<file path="config.mk">
export PLATFORM = sky130hd
export DESIGN_NAME = rx_pingpong_buf
export DESIGN_NICKNAME = d
export VERILOG_FILES = /design/src/rtl/rxq_pkg.sv /design/src/rtl/rxq_slot.sv /design/src/rtl/rxq_ctrl.sv /design/src/rtl/rxq_readmux.sv /design/src/rtl/rx_pingpong_buf.sv
export SDC_FILE = /design/constraint.sdc
export NUM_CORES = 1
export LEC_CHECK = 0
export ABC_AREA = 0
export BUFFER_PORTS_ARGS = -buffer_cell sky130_fd_sc_hd__buf_2
export CAP_MARGIN = 20
export CORE_UTILIZATION = 55
export CTS_CLUSTER_SIZE = 8
export DETAILED_ROUTE_END_ITERATION = 10
export GPL_TIMING_DRIVEN = 0
export PLACE_DENSITY = 0.77
export SYNTH_ARGS = -nofsm -noshare
export SYNTH_HDL_FRONTEND = slang
export SYNTH_SLANG_ARGS = --single-unit
</file>
<file path="constraint.sdc">
create_clock -name clk -period 4.6 [get_ports clk]
set_clock_uncertainty 0.05 [all_clocks]
set_input_delay 0.46 -clock clk [delete_from_list [all_inputs] [get_ports clk]]
set_output_delay 0.46 -clock clk [all_outputs]
set_load 0.02 [all_outputs]
</file>
<file path="src/rtl/rxq_pkg.sv">
package rxq_pkg;
    localparam int RXQ_ID_W      = 29;
    localparam int RXQ_MAX_BYTES = 8;
    localparam int RXQ_DLC_W     = 4;
    localparam int RXQ_ADDR_W    = 4;
    localparam int RXQ_ID_BYTES  = (RXQ_ID_W + 7) / 8;
    localparam int RXQ_IDX_W     = $clog2(RXQ_MAX_BYTES + 1);

    typedef struct packed {
        logic [RXQ_ID_W-1:0]               id;
        logic [RXQ_DLC_W-1:0]              dlc;
        logic [RXQ_MAX_BYTES-1:0][7:0]     data;
    } rxq_frame_t;

    typedef enum logic [1:0] {
        FLD_DATA = 2'd0,
        FLD_LEN  = 2'd1,
        FLD_ID   = 2'd2,
        FLD_NONE = 2'd3
    } rxq_field_e;

    // Number of data bytes that carry meaning for a given length code.
    function automatic logic [RXQ_IDX_W-1:0] eff_len(input logic [RXQ_DLC_W-1:0] code);
        if (int'(code) > RXQ_MAX_BYTES)
            return RXQ_IDX_W'(RXQ_MAX_BYTES);
        return RXQ_IDX_W'(code);
    endfunction

    function automatic rxq_field_e field_of(input logic [RXQ_ADDR_W-1:0] a);
        if (int'(a) < RXQ_MAX_BYTES)
            return FLD_DATA;
        if (int'(a) == RXQ_MAX_BYTES)
            return FLD_LEN;
        if (int'(a) < RXQ_MAX_BYTES + 1 + RXQ_ID_BYTES)
            return FLD_ID;
        return FLD_NONE;
    endfunction
endpackage

</file>
<file path="src/rtl/rxq_slot.sv">
module rxq_slot
    import rxq_pkg::*;
#(
    parameter int MAX_BYTES = RXQ_MAX_BYTES
) (
    input  logic                 clk,
    input  logic                 rst,
    input  logic                 clr,
    input  logic [RXQ_ID_W-1:0]  id_in,
    input  logic [RXQ_DLC_W-1:0] dlc_in,
    input  logic                 byte_we,
    input  logic [7:0]           byte_in,
    output rxq_frame_t           frame_o
);
    localparam int IDX_W = $clog2(MAX_BYTES + 1);

    rxq_frame_t       store;
    logic [IDX_W-1:0] wr_idx;
    logic             room;

    assign room = (int'(wr_idx) < MAX_BYTES);

    always_ff @(posedge clk) begin
        if (rst) begin
            store  <= '0;
            wr_idx <= '0;
        end else if (clr) begin
            store.id   <= id_in;
            store.dlc  <= dlc_in;
            store.data <= '0;
            wr_idx     <= '0;
        end else if (byte_we && room) begin
            store.data[wr_idx[$clog2(MAX_BYTES)-1:0]] <= byte_in;
            wr_idx <= wr_idx + 1'b1;
        end
    end

    assign frame_o = store;

    // the write index never passes the byte capacity
    p_idx_cap_r11: assert property (@(posedge clk) disable iff (rst)
        (int'(wr_idx) <= MAX_BYTES));
    p_full_hold_r11: assert property (@(posedge clk) disable iff (rst)
        (!room && !clr) |=> $stable(store.data));
endmodule

</file>
<file path="src/rtl/rxq_ctrl.sv">
module rxq_ctrl (
    input  logic clk,
    input  logic rst,
    input  logic rx_start,
    input  logic rx_done,
    input  logic cpu_ack,
    input  logic ovr_clr,
    output logic fg_sel,
    output logic fg_full,
    output logic bg_pend,
    output logic ovr,
    output logic start_ok,
    output logic wr_ok
);
    logic blocked;
    logic sel_n, full_n, pend_n, ovr_n, blk_n;
    logic take_ack;

    assign take_ack = cpu_ack & fg_full;
    assign start_ok = ~bg_pend;
    assign wr_ok    = ~bg_pend & ~blocked;

    always_comb begin
        sel_n  = fg_sel;
        full_n = fg_full;
        pend_n = bg_pend;
        ovr_n  = ovr & ~ovr_clr;
        blk_n  = blocked;
        if (take_ack) begin
            if (bg_pend) begin
                sel_n  = ~fg_sel;
                pend_n = 1'b0;
            end else begin
                full_n = 1'b0;
            end
        end
        if (rx_done) begin
            if (bg_pend || blocked) begin
                ovr_n = 1'b1;
            end else if (!full_n) begin
                sel_n  = ~sel_n;
                full_n = 1'b1;
            end else begin
                pend_n = 1'b1;
            end
            blk_n = 1'b0;
        end
        if (rx_start)
            blk_n = bg_pend;
    end

    always_ff @(posedge clk) begin
        if (rst) begin
            fg_sel  <= 1'b0;
            fg_full <= 1'b0;
            bg_pend <= 1'b0;
            ovr     <= 1'b0;
            blocked <= 1'b0;
        end else begin
            fg_sel  <= sel_n;
            fg_full <= full_n;
            bg_pend <= pend_n;
            ovr     <= ovr_n;
            blocked <= blk_n;
        end
    end

    p_rise_on_done_r2: assert property (@(posedge clk) disable iff (rst)
        (rx_done && !fg_full && !bg_pend && !blocked) |=> fg_full);
    p_pend_needs_fg_r5: assert property (@(posedge clk) disable iff (rst)
        bg_pend |-> fg_full);
    p_swap_keeps_full_r6: assert property (@(posedge clk) disable iff (rst)
        (cpu_ack && bg_pend) |=> (fg_full && fg_sel != $past(fg_sel)));
    p_release_r7: assert property (@(posedge clk) disable iff (rst)
        (cpu_ack && fg_full && !bg_pend && !rx_done) |=> !fg_full);
    p_drop_sets_ovr_r8: assert property (@(posedge clk) disable iff (rst)
        (rx_done && bg_pend) |=> ovr);
    p_ovr_sticky_r9: assert property (@(posedge clk) disable iff (rst)
        (ovr && !ovr_clr) |=> ovr);
    p_idle_ack_r10: assert property (@(posedge clk) disable iff (rst)
        (cpu_ack && !fg_full && !rx_done) |=> (!fg_full && $stable(fg_sel)));
    p_ack_done_r12: assert property (@(posedge clk) disable iff (rst)
        (cpu_ack && rx_done && fg_full && !bg_pend && !blocked) |=> (fg_full && !bg_pend));
endmodule

</file>
<file path="src/rtl/rxq_readmux.sv">
module rxq_readmux
    import rxq_pkg::*;
(
    input  rxq_frame_t              frame_i,
    input  logic [RXQ_ADDR_W-1:0]   addr,
    output logic [7:0]              rdata
);
    localparam int ID_PAD = RXQ_ID_BYTES * 8;

    logic [ID_PAD-1:0]    id_pad;
    logic [RXQ_IDX_W-1:0] used;
    rxq_field_e           fld;
    int                   id_ofs;

    assign id_pad = ID_PAD'(frame_i.id);
    assign used   = eff_len(frame_i.dlc);
    assign fld    = field_of(addr);
    assign id_ofs = int'(addr) - RXQ_MAX_BYTES - 1;

    always_comb begin
        rdata = 8'h00;
        case (fld)
            FLD_DATA: if (RXQ_IDX_W'(addr) < used)
                          rdata = frame_i.data[addr[$clog2(RXQ_MAX_BYTES)-1:0]];
            FLD_LEN:  rdata = 8'(frame_i.dlc);
            FLD_ID: begin
                for (int b = 0; b < RXQ_ID_BYTES; b++)
                    if (id_ofs == b) rdata = id_pad[b*8 +: 8];
            end
            default:  rdata = 8'h00;
        endcase
    end

    // data beyond the effective length reads zero
    always_comb begin
        if (fld == FLD_DATA && RXQ_IDX_W'(addr) >= used)
            p_unused_zero_r4: assert (rdata == 8'h00);
    end
endmodule

</file>
<file path="src/rtl/rx_pingpong_buf.sv">
module rx_pingpong_buf
    import rxq_pkg::*;
#(
    parameter int ID_W      = RXQ_ID_W,
    parameter int DLC_W     = RXQ_DLC_W,
    parameter int ADDR_W    = RXQ_ADDR_W,
    parameter int MAX_BYTES = RXQ_MAX_BYTES
) (
    input  logic              clk,
    input  logic              rst,
    input  logic              rx_start,
    input  logic [ID_W-1:0]   rx_id,
    input  logic [DLC_W-1:0]  rx_dlc,
    input  logic              rx_byte_vld,
    input  logic [7:0]        rx_byte,
    input  logic              rx_done,
    input  logic [ADDR_W-1:0] cpu_addr,
    output logic [7:0]        cpu_rdata,
    input  logic              cpu_ack,
    input  logic              ovr_clr,
    output logic              rx_full,
    output logic              overrun
);
    localparam int NSLOT = 2;

    logic       fg_sel, fg_full, bg_pend, ovr, start_ok, wr_ok;
    logic       bg_sel;
    rxq_frame_t slot_q [NSLOT];
    rxq_frame_t fg_frame;

    assign bg_sel = ~fg_sel;

    rxq_ctrl u_ctrl (
        .clk      (clk),
        .rst      (rst),
        .rx_start (rx_start),
        .rx_done  (rx_done),
        .cpu_ack  (cpu_ack),
        .ovr_clr  (ovr_clr),
        .fg_sel   (fg_sel),
        .fg_full  (fg_full),
        .bg_pend  (bg_pend),
        .ovr      (ovr),
        .start_ok (start_ok),
        .wr_ok    (wr_ok)
    );

    for (genvar k = 0; k < NSLOT; k++) begin : g_slot
        logic is_bg;
        assign is_bg = (bg_sel == 1'(k));
        rxq_slot #(.MAX_BYTES(MAX_BYTES)) u_slot (
            .clk     (clk),
            .rst     (rst),
            .clr     (rx_start & start_ok & is_bg),
            .id_in   (rx_id),
            .dlc_in  (rx_dlc),
            .byte_we (rx_byte_vld & wr_ok & is_bg & ~rx_start),
            .byte_in (rx_byte),
            .frame_o (slot_q[k])
        );
    end

    assign fg_frame = slot_q[fg_sel];

    rxq_readmux u_rd (
        .frame_i (fg_frame),
        .addr    (cpu_addr),
        .rdata   (cpu_rdata)
    );

    assign rx_full = fg_full;
    assign overrun = ovr;

    // an unread foreground frame is never modified by the engine
    p_fg_frozen_r5: assert property (@(posedge clk) disable iff (rst)
        (fg_full && !cpu_ack) |=> $stable(fg_frame));
endmodule

</file>
==> results of run 1 <==
## worst max path at each step
stage                        startpoint      endpoint  slack, ns  depth (start not counted)
4_1_cts        u_ctrl.fg_sel$_SDFF_PP0_  cpu_rdata[2]       0.08                         10
3_5_place_dp   u_ctrl.fg_sel$_SDFF_PP0_  cpu_rdata[2]      -0.07                          9
3_3_place_gp   u_ctrl.fg_sel$_SDFF_PP0_  cpu_rdata[1]       0.05                          9
5_1_grt                     cpu_addr[1]  cpu_rdata[5]      -0.07                         13
2_1_floorplan               cpu_addr[0]  cpu_rdata[5]        1.0                         11
6_report       u_ctrl.fg_sel$_SDFF_PP0_  cpu_rdata[2]       0.17                          9
## power breakdown
| group | internal [mW] | switching (mW) | leakage, nW |
|---|---|---|---|
| registers | 1.85 | 0.0282 | 1.68 |
| clock network | 1.09 | 0.728 | 0.359 |
| logic | 0.157 | 0.336 | 2.12 |
## cells in the final DEF, fill, tap and decap left out, drive strengths merged, types with 8 or more instances in the layout
master and n:
dfxtp 207, nand2 178, mux2i 131, nor2 123, a21oi 102, clkbuf 92
buf 81, mux4 38, nor2b 14, mux2 9, a211oi 8, ha 8
## flip-flops by register name (all words and copies together), names as in the netlist
register and cells:
g_slot.u_slot.frame_o 194, u_ctrl.ovr 1, g_slot.u_slot.wr_idx 8, u_ctrl.bg_pend 1, u_ctrl.blocked 1, u_ctrl.fg_sel 1
u_ctrl.fg_full 1
## critical path, cell delays in order, from the launching register on
cell and delay, ns:
dfxtp_1 0.31, clkbuf_1 0.18, buf_2 0.30, buf_2 0.39, mux2i_1 0.43, ha_1 0.35
a211o_1 0.28, a311oi_2 0.64, a221o_1 0.34, buf_2 0.18
## routing by layer
layer / up-vias / wire length [um] / global-route usage [%] / share of wire, %
met5: - / 0 / 0 / 0
met4: 0 / 891 / 12.02 / 3.4
met3: 66 / 2311 / 5.113 / 8.7
met2: 371 / 12170 / 48.85 / 46
met1: 3762 / 11100 / 41.61 / 42
li1: 3574 / - / - / -
## cell families after synthesis
family / synth area share [%]
multiplexers: 24.37
buffers and inverters: 3.844
AO/OA/AOI/OAI: 8.696
flip-flops: 44.52
AND/OR/NAND/NOR: 17.12
adder cells (fa/ha/maj): 1.075
XOR/XNOR: 0.3764
## through the flow
step                      cells  TNS (ns)
after detailed placement   1265   -0.1750
after floorplan             986         0
final                      1295         0
after global routing       1295  -0.06832
after global placement     1265         0
after CTS                  1295         0
## layout make-up
class | count | area share (%)
Multi-Input combinational cell | 690 | 45.35
Sequential cell | 207 | 38.99
Clock buffer | 30 | 6.864
Buffer | 84 | 3.261
Timing Repair Buffer | 59 | 2.778
Tap cell | 220 | 2.590
Inverter | 4 | 0.1413
Antenna cell | 1 | 0.02355
==> results.json, run 1 <==
{
  "netlist_area_mm2": 0.009309,
  "path_class": "register to output pin",
  "antenna_found_initial": 1,
  "fill_cells": 1332,
  "fmax_mhz": 225.7,
  "tightestPinTransition_ns": 1.126,
  "grt_usage_pct": 30.62,
  "synth_cells": 986,
  "regToRegEndpoint": "g_slot[0].u_slot.frame_o[3]$_SDFFE_PP0P_",
  "cts_tree": "yes",
  "fin_crit_sh_pct": 96.30,
  "drcViolationCount": 0,
  "hold_violations": 0,
  "synth-edff-count": 0,
  "arrival_ns": 3.92,
  "holdWs_ns": 0.08155,
  "synth_area_leader_cell": "dfxtp_1",
  "cts_htree_levels": 1,
  "rows": 47,
  "layout-drive-gt1-share_pct": 15.36,
  "post-route-util_pct": 64.31,
  "nets": 1135,
  "drt-total-wl_mm": 26.47,
  "initial_core_util_pct": 56.33,
  "slew_viol_final": 0,
  "finalWorstSetupSlack_ns": 0.1700,
  "avgViaCountPerCell": 6.002,
  "vdd_drop_max_v": 0.0002702,
  "reg2reg_slack_ns": 1.64,
  "min_from": "cpu_ack",
  "synth_cell_types": 52,
  "area_delta_synth_final_pct": 14.17,
  "slew_headroom_pct": 24.75,
  "worstRegToRegCells": 6,
  "place_congestion": 0.8967,
  "syn_avg_cell_area_um2": 9.441,
  "min_to": "u_ctrl.bg_pend$_SDFF_PP0_",
  "cp_max_fo": 10,
  "hold_depth": 2,
  "cts_buffers": 29,
  "grt_pass1_wl_mm": 41.39,
  "yosysWarnings": 0,
  "yosysSeqAreaShare_pct": 44.52,
  "overflow": 0,
  "grt_max_degree": 14,
  "path_clk_slew_ns": 0.05,
  "netlist_top_cells_count": "207 x dfxtp_1, 178 x nand2_1, 131 x mux2i_1",
  "p_leak_nw": 4.153,
  "ctsResizeCount": 3,
  "place_area_mm2": 0.009879,
  "clockBufferDepth": 3,
  "multi_input_area_mm2": 0.004820,
  "first_global_vias": 7580,
  "port_buffers": 59,
  "insertion_delay_ns": 0.53,
  "final_cell_area_mm2": 0.01063,
  "seqCellArea_mm2": 0.004144,
  "syn_nets": 1046,
  "start_kind": "register",
  "min_period_ns": 4.430,
  "ys_ff_latch": 207,
  "hold_buffers": 0,
  "pre_cts_ws_ns": -0.06936,
  "netlist_top_cells_area": "dfxtp_1 45%, mux2i_1 14%, mux4_2 9.2%",
  "drtIter0Drc": 766,
  "timing.rr.start": "u_ctrl.bg_pend$_SDFF_PP0_",
  "total_power_mw": 4.190,
  "worstPathRequired_ns": 4.09,
  "die-area_mm2": 0.01745,
  "wl_per_cell_um": 20.44,
  "finalSetupViolations": 0,
  "first_pass_iters": 5,
  "num_vias": 7773,
  "synthFlopType": "dfxtp_1",
  "cp-end-kind": "output pin",
  "synth_most_common_cell": "dfxtp_1",
  "max_cap_violations": 0,
  "cellPowerDensity_mw_per_mm2": 394.3,
  "coreArea_mm2": 0.01652,
  "die_x_um": 132.1,
  "status": "finished clean",
  "synth_top_area_share_pct": 44.52,
  "die_height_um": 132.1,
  "async_flop_share_pct": 0,
  "min_path_type": "input port to register",
  "cts.sinks": 207,
  "ioPinCount": 62,
  "ant_nets": 0,
  "dpl.hpwl_mm": 18.27,
  "postCtsSetupRepairBufs": 0,
  "root_buffer": "clkbuf_16"
}
Note: power is estimated with default switching activity, not from simulation.
==> run 2, diff against run 1 <==
--- a/config.mk
+++ b/config.mk
@@ -5,7 +5,7 @@
 export SDC_FILE = /design/constraint.sdc
 export NUM_CORES = 1
 export LEC_CHECK = 0
-export ABC_AREA = 0
+export ABC_AREA = 1
 export BUFFER_PORTS_ARGS = -buffer_cell sky130_fd_sc_hd__buf_2
 export CAP_MARGIN = 20
 export CORE_UTILIZATION = 55
==> run 2 against run 1 <==
Setup slack improved by 0.68 ns. Die area rose by 6.6%. Cell area grew 5.5%. First-iteration DRC count rose by 73%. Non-clock buffer count unchanged. Clock power about the same. Combinational power is 9.9% higher. Critical path type unchanged. Largest cell class unchanged.
==> results.json, run 2 <==
{
  "fin_cells": 1730,
  "path_clk_slew_ns": 0.05,
  "fmax_mhz": 266.9,
  "largest_reg_flops": 194,
  "drtIter0Drc": 1323,
  "syn_avg_cell_area_um2": 6.985,
  "netlist_top_cells_count": "389 x nand2_1, 207 x dfxtp_1, 172 x a21oi_1",
  "slew_viol_final": 0,
  "hold_violations": 0,
  "netlist_area_mm2": 0.009932,
  "vdd_drop_max_v": 0.0003007,
  "start_kind": "register",
  "top_usage_layer": "met2",
  "cp_max_fo": 10,
  "min_path_type": "input port to register",
  "synth_cells": 1422,
  "cts_tree": "yes",
  "netlist_top_cells_area": "dfxtp_1 42%, nand2_1 15%, a21oi_1 8.7%",
  "clockBufferDepth": 3,
  "drcViolationCount": 0,
  "worstRegToRegCells": 6,
  "async_flop_share_pct": 0,
  "drt-total-wl_mm": 32.58,
  "first_global_vias": 9031,
  "synth_area_leader_cell": "dfxtp_1",
  "port_buffers": 53,
  "synth_most_common_cell": "nand2_1",
  "ioPinCount": 62,
  "ctsResizeCount": 0,
  "coreArea_mm2": 0.01748,
  "arrival_ns": 3.24,
  "layout-drive-gt1-share_pct": 12.09,
  "synthFlopType": "dfxtp_1",
  "die_height_um": 136.4,
  "synth_top_area_share_pct": 41.72,
  "rsz0062_at_grt": "no",
  "yosysSeqAreaShare_pct": 41.72,
  "status": "finished clean",
  "wl_per_cell_um": 18.83,
  "tightestPinTransition_ns": 0.8437,
  "cts.sinks": 207,
  "die-area_mm2": 0.01860,
  "initial_core_util_pct": 56.83,
  "synth-edff-count": 0,
  "num_vias": 10030,
  "finalSetupViolations": 0,
  "ys_ff_latch": 207,
  "antenna_found_initial": 0,
  "grt_max_degree": 14,
  "cp-end-kind": "output pin",
  "avgViaCountPerCell": 5.798,
  "met3_usage_pct": 9.023,
  "grtUsageMet2_pct": 54.12,
  "slew_headroom_pct": 43.75,
  "synth_cell_types": 31,
  "die_x_um": 136.4,
  "nets": 1566,
  "cts_buffers": 29,
  "area_delta_synth_final_pct": 12.85,
  "yosysWarnings": 0,
  "insertion_delay_ns": 0.53,
  "placed_cells": 1700,
  "p_leak_nw": 4.375,
  "tns_ns": 0,
  "final_common_cell": "nand2_1",
  "fin_crit_sh_pct": 81.45,
  "root_buffer": "clkbuf_16",
  "antenna_cells": 0,
  "hold_buffers": 0,
  "syn_nets": 1482,
  "dpl.hpwl_mm": 23.05,
  "path_class": "register to output pin",
  "ant_nets": 0,
  "max_cap_violations": 0,
  "post-route-util_pct": 64.13,
  "grt_pass1_wl_mm": 49.62,
  "overflow": 0,
  "min_period_ns": 3.747,
  "grt_usage_pct": 35.65,
  "place_congestion": 0.9985,
  "final_cell_mix": "389 x nand2_1, 207 x dfxtp_1, 172 x a21oi_1",
  "cellPowerDensity_mw_per_mm2": 377.9,
  "rows": 48,
  "hold_depth": 4,
  "worstPathRequired_ns": 4.09,
  "first_pass_iters": 6,
  "postCtsSetupRepairBufs": 0,
  "cts_htree_levels": 1,
  "grt_use_met1_pct": 49.13
}
## run 2: changes by cell type after synthesis, sizes merged, moves of 19 or more
cell    delta
o21ai     +75
a211oi    +52
mux4      -38
buf       +31
clkbuf    -26
nand3     +83
a21oi     +70
nand2    +224
inv      +151
mux2i    -131
o211ai    +19
## run 2: per-stage QoR
| step | setup WS [ns] | power [mW] | cell area, um^2 | hold slack (ns) |
|---|---|---|---|---|
| after global routing | 0.6833 | 4.363 | 11210 | 0.1555 |
| after CTS | 0.8990 | 4.222 | 11210 | 0.1282 |
| after global placement | 1.161 | 2.417 | 10480 | 0.3833 |
| after detailed placement | 1.099 | 2.425 | 10480 | 0.3906 |
| final | 0.8533 | 4.236 | 11210 | 0.1359 |
| after floorplan | 1.708 | 2.227 | 9932 | 0.3744 |
## run 2: logic make-up after synthesis
logic type	after synthesis	synth area share, %
and+or+nand+nor	628	27.50
DFF	207	41.72
adders and majority gates	8	1.008
buffers and inverters	245	10.36
xor gates and xnor gates	1	0.08820
AOI/OAI and AO/OA	333	19.32
## run 2: final timing paths
kind / end / slack (ns) / from
worst min register to register: g_slot[0].u_slot.frame_o[70]$_SDFFE_PP0P_ / 0.40 / g_slot[0].u_slot.frame_o[70]$_SDFFE_PP0P_
worst min-delay path: u_ctrl.ovr$_SDFF_PP0_ / 0.14 / ovr_clr
worst max register to register: g_slot[1].u_slot.frame_o[64]$_SDFFE_PP0P_ / 2.65 / u_ctrl.fg_sel$_SDFF_PP0_
worst max-delay path: cpu_rdata[7] / 0.85 / u_ctrl.fg_sel$_SDFF_PP0_
## run 2: layer usage
layer / share of wire, % / up-vias / routed length [um]
li1: - / 4776 / -
met1: 42 / 4580 / 13600
met2: 43 / 584 / 13920
met3: 12 / 90 / 4020
met4: 3.2 / 0 / 1037
met5: 0 / - / 0
## run 2: area by class of cell
type                            instances  area [um^2]
Fill cell                            1596         6269
Multi-Input combinational cell        970         4760
Sequential cell                       207         4144
Clock buffer                           30        729.5
Inverter                              155        581.8
Buffer                                 90        446.7
Tap cell                              225        281.5
Timing Repair Buffer                   53        265.3
## run 2: where the power goes
part,switching (mW),internal (mW)
Sequential,0.0229,1.85
Combinational,0.404,0.138
Clock,0.729,1.09
## run 2: critical path, cell delays in order (launching register included)
cell and delay, ns:
dfxtp_1 0.35, buf_6 0.17, buf_2 0.29, buf_2 0.33, o21ai_0 0.24, inv_1 0.10
nand2_1 0.06, ha_1 0.27, nand2_1 0.06, inv_1 0.04, nand2_1 0.05, nand2_1 0.12
nor2_2 0.24, nand3_1 0.15, nand2_1 0.10, buf_2 0.16
==> run 3, diff against run 2 <==
==> constraint.sdc (replaced) <==
create_clock -name clk -period 3.65 [get_ports clk]
set_clock_uncertainty 0.05 [all_clocks]
set_input_delay 0.365 -clock clk [delete_from_list [all_inputs] [get_ports clk]]
set_output_delay 0.365 -clock clk [all_outputs]
set_load 0.02 [all_outputs]
==> run 3 against run 2 <==
Via count decreased by 0.46%. Critical path depth up 1. Count of clock-buffer cells in the layout did not move.
==> results.json, run 3 (same netlist as run 2, synthesis figures left out) <==
{
  "crit_family": "buffers and inverters",
  "clockBufferDepth": 3,
  "insertion_delay_ns": 0.53,
  "path_buf_inv": 6,
  "final_cell_mix": "389 x nand2_1, 207 x dfxtp_1, 172 x a21oi_1",
  "die_height_um": 136.4,
  "nets": 1566,
  "port_buffers": 53,
  "finalSetupViolations": 0,
  "internal_power_mw": 3.884,
  "rows": 48,
  "p_clk_share_pct": 43.0,
  "fmax_mhz": 288.2,
  "cp_max_fo": 10,
  "place_area_mm2": 0.01048,
  "arrival_ns": 3.05,
  "die_x_um": 136.4,
  "cpPeakStageDelay_ns": 0.35,
  "drtIter0Drc": 1343,
  "final_cell_area_mm2": 0.01122,
  "placed_cells": 1700,
  "grt_pass1_wl_mm": 49.62,
  "max_cap_violations": 0,
  "pwr-share-seq_pct": 44.2,
  "antenna_cells": 0,
  "layout-drive-gt1-share_pct": 12.09,
  "multi_input_area_mm2": 0.004765,
  "dpl.hpwl_mm": 23.05,
  "drcViolationCount": 0,
  "tns_ns": 0,
  "hold_violations": 0,
  "cts_htree_levels": 1,
  "fill_cells": 1595,
  "path_clk_slew_ns": 0.05,
  "seqCellArea_mm2": 0.004144,
  "num_vias": 9984,
  "postCtsSetupRepairBufs": 0,
  "slew_viol_final": 0,
  "tightestPinTransition_ns": 0.8907,
  "final_common_cell": "nand2_1",
  "min_period_ns": 3.470,
  "ant_nets": 0,
  "cpMostUsedCell": "nand2_1",
  "status": "finished clean",
  "worstPathRequired_ns": 3.23,
  "p_sw_share_pct": 27.24,
  "cts_tree": "yes",
  "fin_crit_sh_pct": 95.06,
  "grt_max_degree": 14,
  "first_global_vias": 9031,
  "ioPinCount": 62,
  "overflow": 0,
  "cellPowerDensity_mw_per_mm2": 475.7,
  "largest_reg_flops": 194,
  "cpMaxStageDelayCell": "dfxtp_1",
  "min_path_type": "input port to register",
  "p_comb_share_pct": 12.8,
  "vdd_drop_max_v": 0.0003797,
  "initial_core_util_pct": 56.83,
  "power_switching_mw": 1.454,
  "area_delta_synth_final_pct": 12.98,
  "wl_per_cell_um": 18.76,
  "avgViaCountPerCell": 5.771,
  "path_cells": "buf_6 > clkbuf_4 > clkbuf_4 > nand2_1 > o21ai_1 > inv_1 > nand2_1 > ha_1 > nand2_1 > inv_1 > nand2_1 > nand2_1 > nor2_4 > nand3_1 > nand2_1 > buf_2",
  "path_class": "register to output pin",
  "grt_usage_pct": 35.65,
  "first_pass_iters": 6,
  "cts_buffers": 29,
  "root_buffer": "clkbuf_16",
  "start_kind": "register",
  "place_congestion": 0.9985,
  "slew_headroom_pct": 40.62,
  "p_leak_nw": 4.376,
  "antenna_found_initial": 0,
  "drt-total-wl_mm": 32.45,
  "die-area_mm2": 0.01860,
  "fin_cells": 1730,
  "cp-end-kind": "output pin",
  "rsz0062_at_grt": "no",
  "cts.sinks": 207,
  "coreArea_mm2": 0.01748
}
-- run 3: changes by cell type in the layout (fill, tap and decap cells not counted), sizes merged --
| cell | delta |
|---|---|
| buf | -3 |
| clkbuf | +3 |
-- run 3: tightest hold or removal path, stage by stage --
cell and delay, ns:
buf_2 0.08, inv_1 0.03, nand2_1 0.04, a21oi_1 0.05
-- run 3: timing repair --
item                                    in CTS  in global routing
gates resized for setup                      0                  5
endpoints found under the setup margin       0                  6
hold buffers                                 0                  0
-- run 3: path summary, 6_finish.rpt --
path	slack [ns]	cells past startpoint	endpoint	from
worst max register to register	1.64	5	g_slot[0].u_slot.wr_idx[3]$_SDFFE_PP0P_	u_ctrl.bg_pend$_SDFF_PP0_
worst min register to register	0.40	2	g_slot[0].u_slot.frame_o[95]$_SDFFE_PP0P_	g_slot[0].u_slot.frame_o[95]$_SDFFE_PP0P_
worst max-delay path	0.18	16	cpu_rdata[6]	u_ctrl.fg_sel$_SDFF_PP0_
worst min-delay path	0.04	4	u_ctrl.ovr$_SDFF_PP0_	ovr_clr
-- run 3: metrics by stage --
step	util, %	setup slack, ns	total power, mW	hold slack [ns]
finish	64.20	0.1803	5.338	0.03941
global placement	59.96	0.4006	3.046	0.3833
detailed placement	59.96	0.3390	3.056	0.3906
CTS	64.13	0.04398	5.321	0.03318
global route	64.20	0.0008720	5.502	0.06053
floorplan	-	0.9484	2.806	0.3744
-- run 3: power by group through the flow --
stage                     combinational [mW]  clock (mW)  sequential [mW]
after global routing                   0.733        2.41             2.36
after floorplan                        0.409           0             2.40
final                                  0.686        2.29             2.36
after detailed placement               0.654           0             2.40
after CTS                              0.657        2.31             2.36
after global placement                 0.646           0             2.40
-- run 3: metal layers --
metal,share of wire [%],track usage (%)
met5,0,0
met4,3.1,11.54
met3,12,9.023
met2,43,54.12
met1,41,49.13
-- run 3: cell type report --
| type | instances | area share [%] |
|---|---|---|
| multi-input cells | 970 | 42.46 |
| flip-flops and latches | 207 | 36.93 |
| repair buffers | 53 | 2.364 |
| well taps | 225 | 2.509 |
| inverters | 155 | 5.185 |
| clock buffers | 30 | 6.501 |
| plain buffers | 90 | 4.048 |
